**config.mk**
```make
export PLATFORM = sky130hd
export DESIGN_NAME = nop_hold_fetch
export DESIGN_NICKNAME = d
export VERILOG_FILES = /design/src/rtl/nop_fetch_pkg.sv /design/src/rtl/nop_fetch_ctrl.sv /design/src/rtl/nop_fetch_dpath.sv /design/src/rtl/nop_hold_fetch.sv
export SDC_FILE = /design/constraint.sdc
export NUM_CORES = 1
export LEC_CHECK = 0
export BUFFER_PORTS_ARGS = -buffer_cell sky130_fd_sc_hd__buf_2
export CAP_MARGIN = 25
export CELL_PAD_IN_SITES_DETAIL_PLACEMENT = 1
export CELL_PAD_IN_SITES_GLOBAL_PLACEMENT = 1
export CORE_MARGIN = 2
export CORE_UTILIZATION = 42
export DETAILED_ROUTE_END_ITERATION = 8
export GPL_TIMING_DRIVEN = 0
export PLACE_DENSITY_LB_ADDON = 0.1
export SYNTH_ARGS = -nofsm -noshare
export SYNTH_HDL_FRONTEND = slang
export SYNTH_SLANG_ARGS = --single-unit
export TNS_END_PERCENT = 30
```
**constraint.sdc**
```tcl
create_clock -name clk -period 6.9 [get_ports clk]
set_input_delay 0.345 -clock clk [delete_from_list [all_inputs] [get_ports clk]]
set_output_delay 0.345 -clock clk [all_outputs]
set_load 0.05 [all_outputs]
```
**src/rtl/nop_fetch_pkg.sv**
```systemverilog
package nop_fetch_pkg;
  localparam int DEF_WORD_W = 40;
  localparam int DEF_PC_W   = 16;
  localparam int DEF_CTRL_W = 8;
  localparam int DEF_CNT_W  = 32;

  // strobes from control to datapath, one set per cycle
  typedef struct packed {
    logic arrive;    // cache word is present this cycle
    logic holdNow;   // dynamic bubble cycle for a fresh held word
    logic issueNow;  // current word leaves the stage
    logic reqNow;    // cache read request
  } fetchStrobes_t;
endpackage

```
**src/rtl/nop_fetch_ctrl.sv**
```systemverilog
module nop_fetch_ctrl
  import nop_fetch_pkg::*;
(
  input  logic          clk,
  input  logic          rst,
  input  logic          stallIn,
  input  logic          icValid,
  input  logic          arrHold,
  output fetchStrobes_t strb
);
  logic pend;     // a request went out last cycle
  logic bufFull;  // holding register has a word
  logic bufHold;  // hold flag of buffered word
  logic bufHeld;  // buffered word already spent its bubble

  logic arrive, curValid, curHold, curHeld, waitHold;
  logic holdNow, issueNow, reqNow;

  always_comb begin
    arrive   = pend & icValid;
    curValid = arrive | bufFull;
    curHold  = arrive ? arrHold : bufHold;
    curHeld  = arrive ? 1'b0 : bufHeld;
    waitHold = curValid & curHold & ~curHeld;
    holdNow  = waitHold & ~stallIn;
    issueNow = curValid & ~stallIn & ~waitHold;
    reqNow   = ~rst & ~stallIn & ~holdNow & (~curValid | issueNow);
  end

  always_comb begin
    strb.arrive   = arrive;
    strb.holdNow  = holdNow;
    strb.issueNow = issueNow;
    strb.reqNow   = reqNow;
  end

  always_ff @(posedge clk) begin
    if (rst) begin
      pend    <= 1'b0;
      bufFull <= 1'b0;
      bufHold <= 1'b0;
      bufHeld <= 1'b0;
    end else begin
      pend <= reqNow;
      if (issueNow) begin
        bufFull <= 1'b0;
        bufHeld <= 1'b0;
      end else if (curValid) begin
        bufFull <= 1'b1;
        bufHold <= curHold;
        bufHeld <= curHeld | holdNow;
      end
    end
  end
endmodule

```
**src/rtl/nop_fetch_dpath.sv**
```systemverilog
module nop_fetch_dpath
  import nop_fetch_pkg::*;
#(
  parameter int WORD_W = DEF_WORD_W,
  parameter int PC_W   = DEF_PC_W,
  parameter int CTRL_W = DEF_CTRL_W,
  parameter int CNT_W  = DEF_CNT_W
) (
  input  logic              clk,
  input  logic              rst,
  input  fetchStrobes_t     strb,
  input  logic [WORD_W-1:0] icData,
  output logic [PC_W-1:0]   icAddr,
  output logic [PC_W-1:0]   pcOut,
  output logic [WORD_W-1:0] issueWord,
  output logic              issueValid,
  output logic [CTRL_W-1:0] ctrlOut,
  output logic              dpClkEn,
  output logic [CNT_W-1:0]  readCount
);
  localparam int RESW_POS = WORD_W - 2;
  localparam int CTRL_LO  = WORD_W - 2 - CTRL_W;

  logic [PC_W-1:0]   pc, pcNext, bufPc, curPc, pcQ;
  logic [WORD_W-1:0] bufWord, curWord, wordQ;
  logic [CTRL_W-1:0] ctrlQ;
  logic              validQ, clkEnQ;
  logic [CNT_W-1:0]  cnt;

  always_comb begin
    curWord = strb.arrive ? icData : bufWord;
    curPc   = strb.arrive ? pc : bufPc;
    pcNext  = pc + {{(PC_W-1){1'b0}}, strb.arrive};
  end

  always_ff @(posedge clk) begin
    if (rst) begin
      pc      <= '0;
      bufPc   <= '0;
      bufWord <= '0;
      pcQ     <= '0;
      wordQ   <= '0;
      ctrlQ   <= '0;
      validQ  <= 1'b0;
      clkEnQ  <= 1'b0;
      cnt     <= '0;
    end else begin
      pc <= pcNext;
      if (strb.arrive) begin
        bufWord <= icData;
        bufPc   <= pc;
      end
      validQ <= strb.issueNow;
      clkEnQ <= strb.issueNow & curWord[RESW_POS];
      if (strb.issueNow) begin
        wordQ <= curWord;
        pcQ   <= curPc;
        ctrlQ <= curWord[CTRL_LO +: CTRL_W];
      end
      cnt <= cnt + {{(CNT_W-1){1'b0}}, strb.reqNow};
    end
  end

  assign icAddr     = pcNext;
  assign pcOut      = pcQ;
  assign issueWord  = wordQ;
  assign issueValid = validQ;
  assign ctrlOut    = ctrlQ;
  assign dpClkEn    = clkEnQ;
  assign readCount  = cnt;
endmodule

```
**src/rtl/nop_hold_fetch.sv**
```systemverilog
module nop_hold_fetch
  import nop_fetch_pkg::*;
#(
  parameter int WORD_W = DEF_WORD_W,
  parameter int PC_W   = DEF_PC_W,
  parameter int CTRL_W = DEF_CTRL_W,
  parameter int CNT_W  = DEF_CNT_W
) (
  input  logic              clk,
  input  logic              rst,
  input  logic              stallIn,
  output logic              icReq,
  output logic [PC_W-1:0]   icAddr,
  input  logic [WORD_W-1:0] icData,
  input  logic              icValid,
  output logic [PC_W-1:0]   pcOut,
  output logic [WORD_W-1:0] issueWord,
  output logic              issueValid,
  output logic [CTRL_W-1:0] ctrlOut,
  output logic              dpClkEn,
  output logic [CNT_W-1:0]  readCount
);
  localparam int HOLD_POS = WORD_W - 1;

  fetchStrobes_t strb;

  nop_fetch_ctrl u_ctrl (
    .clk     (clk),
    .rst     (rst),
    .stallIn (stallIn),
    .icValid (icValid),
    .arrHold (icData[HOLD_POS]),
    .strb    (strb)
  );

  nop_fetch_dpath #(
    .WORD_W(WORD_W), .PC_W(PC_W), .CTRL_W(CTRL_W), .CNT_W(CNT_W)
  ) u_dpath (
    .clk        (clk),
    .rst        (rst),
    .strb       (strb),
    .icData     (icData),
    .icAddr     (icAddr),
    .pcOut      (pcOut),
    .issueWord  (issueWord),
    .issueValid (issueValid),
    .ctrlOut    (ctrlOut),
    .dpClkEn    (dpClkEn),
    .readCount  (readCount)
  );

  assign icReq = strb.reqNow;
endmodule

```
# ---- Yosys cells after proc, flatten, opt, wreduce, memory -nomap -nowiden
# Cells that the tools add are included.
dict set report op_classes {
  n_addsub 2
  n_mux 4
  n_bitwise 20
  n_reduce_logical 2
}
# operator count
set ops {}
lappend ops {{$mux W40} 1}
lappend ops {{$add A32 B1 Y32} 1}
lappend ops {{$add A16 B1 Y16} 1}
lappend ops {{$mux W16} 1}
lappend ops {{$and A1 B1 Y1} 10}
lappend ops {{$not A1 Y1} 7}
lappend ops {{$or A1 B1 Y1} 3}
lappend ops {{$mux W1} 2}
lappend ops {{$reduce_and A2 Y1} 1}
lappend ops {{$reduce_or A2 Y1} 1}
dict set report word_totals {
  ff_bits 174
  input_bits 44
  out_inout_bits 115
  elab_cells 41
}

# ---- Longest topological paths before layout
dict set report depth {
  depth_word 9
  ltp_mapped 12
}

# ---- Modules after synthesis
# Synthesis repeated with hierarchy kept, for this count alone.
dict set report hier_totals {
  hier_cells 651
  hier_area_um2 6294.8
}
# module n_inst cells_each area_per_inst_um2 seq_area_each_um2
set modules_own_cells {}
lappend modules_own_cells {nop_fetch_dpath 1 625 6084.6 3243.1}
lappend modules_own_cells {nop_fetch_ctrl 1 26 210.2 80.1}

# ---- Least setup slack after synthesis
# No wires, ideal clock.
dict set report synth_timing {
  path_kind {input to register}
  from {input rst}
  to {register u_dpath.cnt[28], in the netlist u_dpath.readCount[28]}
  setup_time_ns 0.121
  arrival_time_ns 3.201
  setup_slack_ns 3.579
  path_stages 12
  path_buffers 3
  cell_sequence {clkbuf_1 clkbuf_1 nor3_1 o21ai_0 inv_1 ha_1 ha_1 nand3_2 or4_1 buf_2 nor3b_1 mux2_2}
}
dict set report synth_between {
  elab_chain_len 5
}
# element line_no
set synth_lines {}
lappend synth_lines {{start: declaration} nop_hold_fetch.sv:10} ;# input logic rst,
lappend synth_lines {{$not A1 Y1} nop_fetch_ctrl.sv:27} ;# reqNow = ~rst & ~stallIn & ~holdNow & (~curValid | issueNow);
lappend synth_lines {{$and A1 B1 Y1 (3 in series)} nop_fetch_ctrl.sv:27}
lappend synth_lines {{named net icReq} nop_hold_fetch.sv:12} ;# output logic icReq,
lappend synth_lines {{$add A32 B1 Y32} nop_fetch_dpath.sv:60} ;# cnt <= cnt + {{(CNT_W-1){1'b0}}, strb.reqNow};
lappend synth_lines {{end signal: assignment} nop_fetch_dpath.sv:60}
lappend synth_lines {{end: declaration} nop_fetch_dpath.sv:28} ;# logic [CNT_W-1:0] cnt;
# The timed path passes the listed nets, and every way through them passes these cells.
# A chain may end at the register's enable or synchronous reset.

# ---- Worst setup path after layout
dict set report layout_timing {
  from {register u_ctrl.pend}
  to {register u_dpath.cnt[28], in the netlist u_dpath.readCount[28]}
}
dict set report layout_between {
  elab_chain_len 9
  word_cells_on_any_way 17
}
# element line_no
set layout_lines {}
lappend layout_lines {{start: declaration} nop_fetch_ctrl.sv:11} ;# logic pend;
lappend layout_lines {{start signal: assignment} nop_fetch_ctrl.sv:44} ;# pend <= reqNow;
lappend layout_lines {{$and A1 B1 Y1 *} nop_fetch_ctrl.sv:20} ;# arrive = pend & icValid;
lappend layout_lines {{$or A1 B1 Y1 (tied with other cells)} nop_fetch_ctrl.sv:21} ;# curValid = arrive | bufFull;
lappend layout_lines {{$and A1 B1 Y1 or $not A1 Y1 (tied branches)} nop_fetch_ctrl.sv:24} ;# waitHold = curValid & curHold & ~curHeld;
lappend layout_lines {{$and A1 B1 Y1} nop_fetch_ctrl.sv:24}
lappend layout_lines {{$and A1 B1 Y1 or $not A1 Y1 (tied branches)} {nop_fetch_ctrl.sv:25, nop_fetch_ctrl.sv:26}}
lappend layout_lines {{$not A1 Y1 or $and A1 B1 Y1 (tied branches)} {nop_fetch_ctrl.sv:27, nop_fetch_ctrl.sv:26}}
lappend layout_lines {{$and A1 B1 Y1 or $or A1 B1 Y1 (tied branches)} nop_fetch_ctrl.sv:27}
lappend layout_lines {{$and A1 B1 Y1 *} nop_fetch_ctrl.sv:27}
lappend layout_lines {{$add A32 B1 Y32 *} nop_fetch_dpath.sv:60}
# Mark *: on every way between the ends. The rest lies on a longest branch, timed or not.

==> flow_summary.yaml <==
run_status:
  outcome: "finished, final reports clean"
global_routing:
  grt_usage_pct: 22.2
  grt_pass1_vias: 5776
  grt_util_met2_pct: 39.0
  use_met3_pct: 5.49
  grt_most_used_layer: "met2"
  use_met1_pct: 26.8
  grt_pass1_wl_um: 29200
  overflow: 0
  grt_start_max_net_pins: 17
  antenna_found_initial: 0
pwr:
  p_per_area_mw_per_mm2: 256
  vdd_ir_drop_max_mv: 0.178
  switching_share_pct: 22.1
  p_comb_share_pct: 4.8
  p_clk_share_pct: 49.2
  p_leak_nw: 3.55
  p_seq_share_pct: 46.0
  switchingPower_mw: 0.469
  p_int_mw: 1.65
critical_path:
  r2r-start: "u_ctrl.pend"
  cp_slowest_stage_delay_ns: 0.61
  crit_slowest_cell: "or4_1"
  crit_fanout: 10
  cp.arrival_ns: 3.94
  critPathLaunchType: "register"
  setup.worst_path.start: "u_ctrl.pend"
  cp_cell_sequence: "nand2_1, clkbuf_1, nand3_1, o21ai_0, inv_1, ha_1, ha_1, nand3_2, or4_1, buf_2, nor3b_1, mux2_2"
  worst_ep_required_time_ns: 7.21
  crit_top_cell: "ha_1"
  end_kind: "register"
  critical_path_class: "reg -> reg"
clock_network:
  cts_max_level: 4
  cts_made_buffers: 17
  post-cts-setup-buffers: 0
  cts_root_buf: "clkbuf_16"
  worstSkewPairLatency_ns: 0.43
  cts_tree: "yes"
  clk_pin_slew_ns: 0.06
  cts_sinks: 166
  cts_resized: 0
  ctsLongestPathBuffers: 2
  ctsHoldBuffers: 0
sta:
  min_period_ns: 3.63
  setup_violations: 0
  max_slew.worst_pin.slew_ns: 0.711
  fmax_mhz: 276
  period_share_pct: 52.6
  slew_violations: 0
  worst_slack_ns: 3.27
  clock_skew_ns: 0.00701
  rsz0062_at_grt: "false"
  final-hold-violation-count: 0
  final.setup.tns_ns: 0
  slew_headroom_pct: 52.6
floorplanning:
  rows: 45
  die_y_um: 129
  dieArea_mm2: 0.0167
  die_x_um: 129
  pin_count: 159
  initial_core_util_pct: 43.2
  core_region_area_mm2: 0.0153
place:
  portBuffers: 157
  place_congestion: 0.767
  place_hpwl_um: 13500
  post-place-ws_ns: 3.14
layout:
  drive_gt1_share_pct: 29.1
  final_common_cell: "dfxtp_1"
  diodes: 0
  finalNetCount: 937
  syn_to_final_growth_pct: 25.7
  final_cell_mix: "166 x dfxtp_1, 159 x buf_2, 126 x nand2_1, 76 x nor2b_1, 72 x a21oi_1"
logic_synthesis:
  yosys.area_share.xor_xnor_pct: 3.46
  synthCells: 713
  synthMuxAreaShare_pct: 10.4
  ys_top_cells_by_area: "dfxtp_1 50%, mux2_2 10%, nor2b_1 7.2%, nand2_1 7.2%, a21oi_1 5.5%"
  synth_adder_area_share_pct: 0.760
  synthesis.area_mm2: 0.00659
  syn_nets: 761
  synth_top_family_by_area: "simple AND/OR/NAND/NOR gates"
  yosysTopAreaCell: "dfxtp_1"
  synth_top_area_share_pct: 50.5
  synth_compound_area_share_pct: 7.83
  synth_seq_cells: 166
  synth_warnings: 0
  synth.distinct_cells: 38
  yosys.area_share.simple_pct: 23.2
  ys_seq_area_share_pct: 50.5
  syn_avg_cell_area_um2: 9.24
routing:
  drc: 0
  routed_via_density: 5.02
  wl_um: 18400
  avgRoutedWirePerCell_um: 16.6
  drtIter0Drc: 171
  detail-route-antenna-nets: 0
  num_vias: 5577
  drt_pre_antenna_iters: 4
run:
  drv_cap: 0
hold_path:
  min_from: "icData[32]"
  hold_path_class: "in -> reg"
==> power by group through the flow <==
stage / Clock (mW) / Sequential (mW) / Combinational (mW)
2_1_floorplan: 0 / 1.01 / 0.0529
3_3_place_gp: 0 / 0.997 / 0.0999
3_5_place_dp: 0 / 0.997 / 0.102
4_1_cts: 1.06 / 0.976 / 0.103
5_1_grt: 1.10 / 0.977 / 0.111
6_report: 1.04 / 0.976 / 0.101
==> cell type report <==
class                   instances  area, µm²
plain buffers                  49        224
clock buffers                  18        439
clock inverters                12        203
fillers                      1856       6980
inverters                       9       33.8
multi-input cells             489       3010
flip-flops and latches        166       3320
well taps                     211        264
repair buffers                157        786
==> cells in the mapped netlist <==
cell type  instances
o21ai_0            8
and4_1             2
o31ai_1            8
nand4_4            1
xor2_1            11
a2bb2oi_1          1
buf_2              2
o2bb2ai_1          1
inv_1              9
o21ba_2            1
nand2b_1           2
nand3_2            1
a21oi_1           72
nand4_1            7
a31oi_1            3
nor4_1            10
dfxtp_1          166
nor3b_1            1
nand2_1          126
ha_1               4
or3_1              8
nor3_1             8
mux2_2            60
mux2_1             1
nand3_1           15
buf_6              1
buf_1              8
and3b_1            1
nor2_1            28
and2_1             3
and3_1             4
or4_4              1
xnor2_1           15
clkbuf_1          30
buf_4              8
a22o_1             1
nor2b_1           76
or4_1              9
==> metrics by stage <==
step / total power, mW / instances / hold WS, ns / area (µm²) / utilization (%)
floorplan: 1.06 / 713 / 0.435 / 6590 / -
global placement: 1.10 / 1081 / 0.441 / 7640 / 50.0
detailed placement: 1.10 / 1081 / 0.450 / 7640 / 50.0
CTS: 2.14 / 1111 / 0.163 / 8280 / 54.3
global route: 2.19 / 1111 / 0.169 / 8280 / 54.3
finish: 2.12 / 1111 / 0.171 / 8280 / 54.3
==> worst max-delay path, delay by kind of cell, from the launching register on <==
kind | cells | cell delay, ns
buffers and inverters | 3 | 0.73
AO/OA/AOI/OAI | 1 | 0.21
AND/OR/NAND/NOR | 5 | 1.46
adder cells (fa/ha/maj) | 2 | 0.37
flip-flops | 1 | 0.37
multiplexers | 1 | 0.36
==> cells by family after synthesis <==
logic type | Yosys count
AO/OA/AOI/OAI | 95
XOR/XNOR | 26
adder cells (fa/ha/maj) | 4
buffers and inverters | 58
flip-flops | 166
multiplexers | 61
AND/OR/NAND/NOR | 303
==> layer usage <==
| layer | up-vias | share of wire (%) |
|---|---|---|
| li1 | 2735 | - |
| met1 | 2704 | 43 |
| met2 | 118 | 50 |
| met3 | 20 | 5.3 |
| met4 | 0 | 1.2 |
| met5 | - | 0 |
==> path summary, 6_finish.rpt <==
| kind | endpoint | slack (ns) | depth (start not counted) |
|---|---|---|---|
| max | u_dpath.readCount[28] | 3.27 | 12 |
| min | u_dpath.bufWord[32] | 0.17 | 3 |
| min reg2reg | u_dpath.bufWord[32] | 0.46 | 2 |
| max reg2reg | u_dpath.readCount[28] | 3.27 | 12 |
==> registers in the layout, indices dropped and copies added (netlist names) <==
name,cells
u_ctrl.bufFull,1
u_ctrl.bufHeld,1
u_ctrl.bufHold,1
u_ctrl.pend,1
u_dpath.bufPc,16
u_dpath.bufWord,40
u_dpath.ctrlOut,7
u_dpath.dpClkEn,1
u_dpath.issueValid,1
u_dpath.issueWord,33
u_dpath.pc,16
u_dpath.pcOut,16
u_dpath.readCount,32
No activity file was read; power rests on OpenSTA's default activity.
